`src/rtl/rtz_pkg.sv`:
```
package rtz_pkg;

    // One encoded sample of the two return-to-zero phase lines.
    typedef struct packed {
        logic pos;
        logic neg;
    } rtz_phase_t;

    // Which half of the master clock period the current fast cycle stands for.
    typedef enum logic {
        HALF_LOW  = 1'b0,
        HALF_HIGH = 1'b1
    } half_e;

    localparam rtz_phase_t RTZ_IDLE = '{pos: 1'b0, neg: 1'b0};

    // A pulse exists only in the high half, and only once a bit has been held.
    function automatic rtz_phase_t rtz_encode(input half_e half, input logic armed, input logic bit_val);
        rtz_phase_t p;
        p.pos = (half == HALF_HIGH) && armed && bit_val;
        p.neg = (half == HALF_HIGH) && armed && !bit_val;
        return p;
    endfunction

endpackage

```
`src/rtl/rtz_phase_timer.sv`:
```
module rtz_phase_timer
    import rtz_pkg::*;
#(
    parameter int MCLK_PER_BIT = 2
) (
    input  logic  clk,
    input  logic  rst,
    output half_e half,
    output logic  slot_start
);
    localparam int CW = (MCLK_PER_BIT > 1) ? $clog2(MCLK_PER_BIT) : 1;
    localparam logic [CW-1:0] LAST_MCYC = CW'(MCLK_PER_BIT - 1);

    half_e          half_q;
    logic [CW-1:0]  mcyc_q;

    always_ff @(posedge clk) begin
        if (rst) begin
            half_q <= HALF_LOW;
            mcyc_q <= '0;
        end else begin
            half_q <= (half_q == HALF_LOW) ? HALF_HIGH : HALF_LOW;
            if (half_q == HALF_HIGH) begin
                mcyc_q <= (mcyc_q == LAST_MCYC) ? '0 : mcyc_q + 1'b1;
            end
        end
    end

    assign half       = half_q;
    assign slot_start = (half_q == HALF_LOW) && (mcyc_q == '0);

endmodule

```
`src/rtl/rtz_sample_hold.sv`:
```
module rtz_sample_hold (
    input  logic clk,
    input  logic rst,
    input  logic slot_start,
    input  logic bit_in,
    input  logic bit_valid,
    output logic held_bit,
    output logic armed
);
    logic bit_q;
    logic armed_q;

    always_ff @(posedge clk) begin
        if (rst) begin
            bit_q   <= 1'b0;
            armed_q <= 1'b0;
        end else if (slot_start && bit_valid) begin
            bit_q   <= bit_in;
            armed_q <= 1'b1;
        end
    end

    assign held_bit = bit_q;
    assign armed    = armed_q;

endmodule

```
`src/rtl/rtz_reclock.sv`:
```
module rtz_reclock
    import rtz_pkg::*;
#(
    parameter int PRE_STAGES = 1
) (
    input  logic       clk,
    input  logic       rst,
    input  rtz_phase_t enc,
    output logic       pos,
    output logic       pos_n,
    output logic       neg,
    output logic       neg_n
);
    rtz_phase_t pre_q [PRE_STAGES];
    rtz_phase_t fin_q;
    rtz_phase_t fin_n_q;

    // Pre-latch chain: resynchronises the gated phases before the final latch.
    always_ff @(posedge clk) begin
        if (rst) begin
            for (int i = 0; i < PRE_STAGES; i++) pre_q[i] <= RTZ_IDLE;
        end else begin
            pre_q[0] <= enc;
            for (int i = 1; i < PRE_STAGES; i++) pre_q[i] <= pre_q[i-1];
        end
    end

    // Final latch pair: separate true and complement flops per phase.
    always_ff @(posedge clk) begin
        if (rst) begin
            fin_q   <= RTZ_IDLE;
            fin_n_q <= '{pos: 1'b1, neg: 1'b1};
        end else begin
            fin_q       <= pre_q[PRE_STAGES-1];
            fin_n_q.pos <= ~pre_q[PRE_STAGES-1].pos;
            fin_n_q.neg <= ~pre_q[PRE_STAGES-1].neg;
        end
    end

    assign pos   = fin_q.pos;
    assign neg   = fin_q.neg;
    assign pos_n = fin_n_q.pos;
    assign neg_n = fin_n_q.neg;

endmodule

```
`src/rtl/bitstream_rtz_reformatter.sv`:
```
module bitstream_rtz_reformatter
    import rtz_pkg::*;
#(
    parameter int MCLK_PER_BIT = 2,
    parameter int PRE_STAGES   = 1
) (
    input  logic clk,
    input  logic rst,
    input  logic bit_in,
    input  logic bit_valid,
    output logic elem_pos,
    output logic elem_pos_n,
    output logic elem_neg,
    output logic elem_neg_n
);
    half_e      half;
    logic       slot_start;
    logic       held_bit;
    logic       armed;
    rtz_phase_t enc;

    rtz_phase_timer #(.MCLK_PER_BIT(MCLK_PER_BIT)) u_timer (
        .clk        (clk),
        .rst        (rst),
        .half       (half),
        .slot_start (slot_start)
    );

    rtz_sample_hold u_hold (
        .clk        (clk),
        .rst        (rst),
        .slot_start (slot_start),
        .bit_in     (bit_in),
        .bit_valid  (bit_valid),
        .held_bit   (held_bit),
        .armed      (armed)
    );

    always_comb enc = rtz_encode(half, armed, held_bit);

    rtz_reclock #(.PRE_STAGES(PRE_STAGES)) u_reclock (
        .clk   (clk),
        .rst   (rst),
        .enc   (enc),
        .pos   (elem_pos),
        .pos_n (elem_pos_n),
        .neg   (elem_neg),
        .neg_n (elem_neg_n)
    );

endmodule

```
`config.mk`:
```
export PLATFORM = sky130hd
export DESIGN_NAME = bitstream_rtz_reformatter
export DESIGN_NICKNAME = d
export VERILOG_FILES = /design/src/rtl/rtz_pkg.sv /design/src/rtl/rtz_phase_timer.sv /design/src/rtl/rtz_sample_hold.sv /design/src/rtl/rtz_reclock.sv /design/src/rtl/bitstream_rtz_reformatter.sv
export SDC_FILE = /design/constraint.sdc
export NUM_CORES = 1
export LEC_CHECK = 0
export CAP_MARGIN = 10
export CELL_PAD_IN_SITES_DETAIL_PLACEMENT = 0
export CELL_PAD_IN_SITES_GLOBAL_PLACEMENT = 1
export CORE_AREA = 2 2 39 41
export CTS_BUF_LIST = sky130_fd_sc_hd__clkbuf_4
export DETAILED_ROUTE_END_ITERATION = 16
export DIE_AREA = 0 0 41 43
export GPL_TIMING_DRIVEN = 0
export PLACE_DENSITY = 0.57
export SLEW_MARGIN = 20
export SYNTH_ARGS = -nofsm -noshare
export SYNTH_HDL_FRONTEND = slang
export SYNTH_SLANG_ARGS = --single-unit
export TNS_END_PERCENT = 1
```
`constraint.sdc`:
```
create_clock -name clk -period 1 [get_ports clk]
set_input_delay 0.2 -clock clk [delete_from_list [all_inputs] [get_ports clk]]
set_output_delay 0.2 -clock clk [all_outputs]
set_load 0.02 [all_outputs]
```
# Word-level counts from Yosys, hierarchy flattened
# Memories as Yosys holds them, arrays and structs flattened.
# Cells that the tools add are included.
dict set report word_totals {
  word_cells 28
  n_memories 1
  output_inout_bits 4
  ff_bits 8
  mem_bits_rw 2
  inputBits 4
}
# name words word_bits rd rd_ports_with_merged_regs wr line_no
set memory_table {}
lappend memory_table {u_reclock.pre_q 1 2 1 0 1 rtz_reclock.sv:14} ;# rtz_phase_t pre_q [PRE_STAGES];
dict set report op_classes {
  reduce_logical 7
  bitwise_logic 4
  muxes 7
  addsub 1
}
# cell n
set op_table {}
lappend op_table {{1-bit 2-to-1 mux} 6}
lappend op_table {{1-bit logical AND} 5}
lappend op_table {{1-bit NOT} 4}
lappend op_table {{2-bit 2-to-1 mux} 1}
lappend op_table {{2-bit OR reduction} 1}
lappend op_table {{1-bit adder (second input constant)} 1}
lappend op_table {{1-bit zero test} 1}

# Logic depth before layout (Yosys ltp)
# Gate-level depths: netlist of run 1.
dict set report logic_depth {
  ltp_word 3
  ltp_mapped 3
}

# By module
# From an unflattened synthesis of run 1, not the netlist that was laid out.
dict set report hier_totals {
  hier_cells 27
  area_unflattened_um2 306.5
}
# module n_inst cells_per_inst area_each_um2 seq_area_each_um2
set modules_own_cells {}
lappend modules_own_cells {rtz_reclock 1 12 157.7 120.1}
lappend modules_own_cells {rtz_sample_hold 1 7 72.6 40.0}
lappend modules_own_cells {rtz_phase_timer 1 6 60.1 40.0}
lappend modules_own_cells {bitstream_rtz_reformatter 1 2 16.3 0.0}

# Least setup slack after synthesis of run 1
# Ideal clock, no wire load.
dict set report synth_path {
  path_type {flip-flop to flip-flop}
  startpoint {register u_timer.half_q, in the netlist u_timer.half}
  endpoint {register u_hold.bit_q, in the netlist u_hold.held_bit}
  arrival_time_ps 803
  slack_ps 79
  setup_ps 118
  n_path_buf 0
  path_stages_with_launch 3
  cell_sequence {dfxtp_1 > or3b_4 > mux2i_1}
}
dict set report synth_via {
  elab_chain_len 3
}
# element line_no
set synth_lines {}
lappend synth_lines {{start: declaration} rtz_phase_timer.sv:14} ;# half_e half_q;
lappend synth_lines {{start signal: assignment} rtz_phase_timer.sv:22} ;# half_q <= (half_q == HALF_LOW) ? HALF_HIGH : HALF_LOW;
lappend synth_lines {{1-bit NOT} rtz_phase_timer.sv:30} ;# assign slot_start = (half_q == HALF_LOW) && (mcyc_q == '0);
lappend synth_lines {{1-bit logical AND} rtz_phase_timer.sv:30}
lappend synth_lines {{1-bit logical AND} rtz_sample_hold.sv:17} ;# end else if (slot_start && bit_valid) begin
lappend synth_lines {{end signal: assignment} rtz_sample_hold.sv:18} ;# bit_q <= bit_in;
lappend synth_lines {{end: declaration} rtz_sample_hold.sv:10} ;# logic bit_q;
# Every way passes these cells.
# A chain may end at the register's enable or synchronous reset.

# Final worst setup path of run 1
dict set report layout_path {
  startpoint {register u_timer.mcyc_q}
  endpoint {register u_hold.bit_q, in the netlist u_hold.held_bit}
}
dict set report layout_via {
  elab_chain_len 3
}
# element line_no
set layout_lines {}
lappend layout_lines {{start: declaration} rtz_phase_timer.sv:15} ;# logic [CW-1:0] mcyc_q;
lappend layout_lines {{start signal: assignment} rtz_phase_timer.sv:24} ;# mcyc_q <= (mcyc_q == LAST_MCYC) ? '0 : mcyc_q + 1'b1;
lappend layout_lines {{1-bit NOT} rtz_phase_timer.sv:30}
lappend layout_lines {{1-bit logical AND} rtz_phase_timer.sv:30}
lappend layout_lines {{1-bit logical AND} rtz_sample_hold.sv:17}
# Every way passes these cells.

==> flow_metrics.env, run 1 <==
export IMPL_ys_warn_count=0
export IMPL_area_sequential_um2=201
export IMPL_numCtsBuffers=3
export IMPL_power_frac_clock_pct=34.8
export IMPL_die_w_um=41
export IMPL_clock_root_buffer="clkbuf_4"
export IMPL_antenna_cells=0
export IMPL_layout_drive_gt1_share_pct=27.8
export IMPL_min_period_over_period_pct=95.7
export IMPL_combPwrFrac_pct=6.4
export IMPL_synthesis_nets=31
export IMPL_power_switching_uw=144
export IMPL_grt_pass1_wl_um=621
export IMPL_initial_core_util_pct=21.6
export IMPL_drv_cap=0
export IMPL_cts_tree="done"
export IMPL_area_growth_pct=28.9
export IMPL_finalHoldViolations=0
export IMPL_h_tree_depth=1
export IMPL_worst_pin_slew_ps=344
export IMPL_maxSlewViolCount=0
export IMPL_slowest_delay_ps=410
export IMPL_placementRows=14
export IMPL_ios=8
export IMPL_post_drt_wl_per_cell_um=7.90
export IMPL_detail_route_iter0_violations=0
export IMPL_hold_path_class="in2reg"
export IMPL_setup_violations=0
export IMPL_crit_fanout=2
export IMPL_detail_route_antenna_nets=0
export IMPL_synth_mux_area_share_pct=3.35
export IMPL_dieArea_um2=1760
export IMPL_grt_max_degree=10
export IMPL_rsz0062_at_grt="no"
export IMPL_synth_adder_area_share_pct=0
export IMPL_p_seq_share_pct=58.7
export IMPL_first_global_vias=159
export IMPL_cts_setup_buffers=0
export IMPL_die_h_um=43
export IMPL_netlist_area_um2=299
export IMPL_hold_start="rst"
export IMPL_place_area_um2=379
export IMPL_drc=0
export IMPL_postSynthCellCount=27
export IMPL_yosys_top_cells_area="dfxtp_1 (67%), nand2b_1 (6.3%), inv_1 (3.8%)"
export IMPL_gr_total_overflow=0
export IMPL_track_usage_pct=6.14
export IMPL_swShare_pct=19.9
export IMPL_clk_latency_ps=250
export IMPL_synth_xor_xnor_area_share_pct=2.93
export IMPL_avgSynthCellArea_um2=11.1
export IMPL_cts_buffer_depth=2
export IMPL_cts_sinks=10
export IMPL_arrival_ps=1100
export IMPL_p_leak_uw=0.000163
export IMPL_nets=42
export IMPL_synth_simple_area_share_pct=20.1
export IMPL_critical_path_class="reg2reg"
export IMPL_fmax_ghz=1.05
export IMPL_synth_compound_area_share_pct=1.67
export IMPL_multi_input_area_um2=87.6
export IMPL_power_density_nw_per_um2=1880
export IMPL_layout_min_cycle_time_ps=957
export IMPL_finish_utilization_pct=27.8
export IMPL_endpoint_kind="flip-flop"
export IMPL_cp_startpoint="u_timer.mcyc_q$_SDFFE_PP0P_"
export IMPL_gp_congestion=0.671
export IMPL_drt_wl_total_um=411
export IMPL_fin_worst_skew_ps=0.722
export IMPL_core_um2=1380
export IMPL_synth_top_area_share_pct=66.9
export IMPL_hpwlAfterDp_um=301
export IMPL_synthDistinctLibCells=13
export IMPL_outcome="completed"
export IMPL_worstPathRequired_ps=1140
export IMPL_ys_ff_latch=10
export IMPL_cts_clk_slew_worst_paths_ps=60
export IMPL_synth_top_family_by_area="simple AND/OR/NAND/NOR gates"
export IMPL_synth_top_area_cell="dfxtp_1"
export IMPL_power_uw=725
export IMPL_viasPerCell=3.79
export IMPL_relSlewSlack_pct=77.1
export IMPL_vias=197
export IMPL_fillers=149
export IMPL_ys_seq_area_share_pct=66.9
export IMPL_worstPathCellList="or3b_4 > mux2i_1"
export IMPL_power_internal_uw=581
export IMPL_dp_slack_ps=-280
export IMPL_dr_pass1_iters=1
export IMPL_worst_slack_ps=43.4
export IMPL_worst_setup_path_start_kind="flip-flop"
export IMPL_r2r_start="u_timer.mcyc_q$_SDFFE_PP0P_"
export IMPL_critPathSlowestCell="or3b_4"
export IMPL_portBuffers=6
export IMPL_final_area_um2=385
export IMPL_ir_drop_uv=687
export IMPL_antenna_found_initial=0
worst max-delay path, delay by kind of cell, from the launching register on:
| family | cells | cell delay (ps) |
|---|---|---|
| multiplexers | 1 | 130 |
| AND/OR/NAND/NOR | 1 | 410 |
| flip-flops | 1 | 320 |
synthesized netlist by cell type:
library cell	instances
xnor2_1	1
dfxtp_1	10
nor3_1	1
or3b_4	1
mux2i_1	1
nor3b_1	1
nor2b_1	1
inv_1	3
nand2b_1	3
clkbuf_1	1
nor2_1	2
a21oi_1	1
nand2_1	1
stage by stage:
step	cells	hold slack, ps	setup TNS, ps
2_1_floorplan	27	352	0
3_3_place_gp	49	385	-797
3_5_place_dp	49	390	-853
4_1_cts	52	279	0
5_1_grt	52	324	0
6_report	52	284	0
placed cells by master, fill, tap and decap left out, types with 2 or more instances in the layout:
cell type and instances:
inv_1 3, clkbuf_4 3, dfxtp_1 9, nand2b_1 3
nor2_1 2, buf_2 4
sequential cells by signal, indices dropped and copies added (netlist names):
signal           count
u_reclock.neg_n      1
u_timer.mcyc_q       1
u_hold.held_bit      1
u_reclock.pos_n      1
u_timer.half         1
u_hold.armed         1
u_reclock.pos        1
u_reclock.pre_q      2
u_reclock.neg        1
cells by family after synthesis:
group,after synthesis
xor+xnor,1
compound gates,1
mux,1
flops,10
buf+inv,4
simple gates,10
cell type report:
type / count / share of cell area (%)
Clock buffer: 3 / 5.84
Buffer: 1 / 0.974
Multi-Input combinational cell: 13 / 22.7
Sequential cell: 10 / 52.3
Timing Repair Buffer: 6 / 10.1
Inverter: 3 / 2.92
Tap cell: 16 / 5.19
power by group through the flow:
stage | logic (uW) | clock network (uW) | registers (uW)
4_1_cts | 45.0 | 268 | 425
5_1_grt | 52.2 | 284 | 429
3_3_place_gp | 46.1 | 0 | 434
6_report | 46.6 | 253 | 426
2_1_floorplan | 30.8 | 0 | 434
3_5_place_dp | 47.2 | 0 | 435
repair_timing:
item | CTS | global route
endpoints found under the setup margin | 5 | 1
pin swaps | 0 | 0
hold buffers | 0 | 0
resized for setup | 17 | 2
path summary, 6_finish.rpt:
check | slack, ps | cells past startpoint | endpoint
max | 40 | 2 | u_hold.held_bit$_SDFFE_PP0P_
min | 280 | 2 | u_timer.half$_SDFF_PP0_
max reg2reg | 40 | 2 | u_hold.held_bit$_SDFFE_PP0P_
min reg2reg | 400 | 1 | u_reclock.neg_n$_SDFF_PP1_
per-layer routing:
metal,track usage (%),share of wire (%)
met5,0,0
met3,3.14,15
met2,6.56,45
met4,10.0,0
met1,6.17,40
No activity file was read; power rests on OpenSTA's default activity.
==> run 2: changes to the inputs <==
--- a/config.mk
+++ b/config.mk
@@ -13,6 +13,7 @@
 export DETAILED_ROUTE_END_ITERATION = 16
 export DIE_AREA = 0 0 41 43
 export GPL_TIMING_DRIVEN = 0
+export MAX_ROUTING_LAYER = met4
 export PLACE_DENSITY = 0.57
 export SLEW_MARGIN = 20
 export SYNTH_ARGS = -nofsm -noshare
==> results of run 2 <==
Final layout, timing and power as in run 1 (identical DEF).
Among the figures that moved: final weighted congestion in routability-driven placement 0.671 -> 0.677; overall routing resource usage 6.14% -> 6.30%
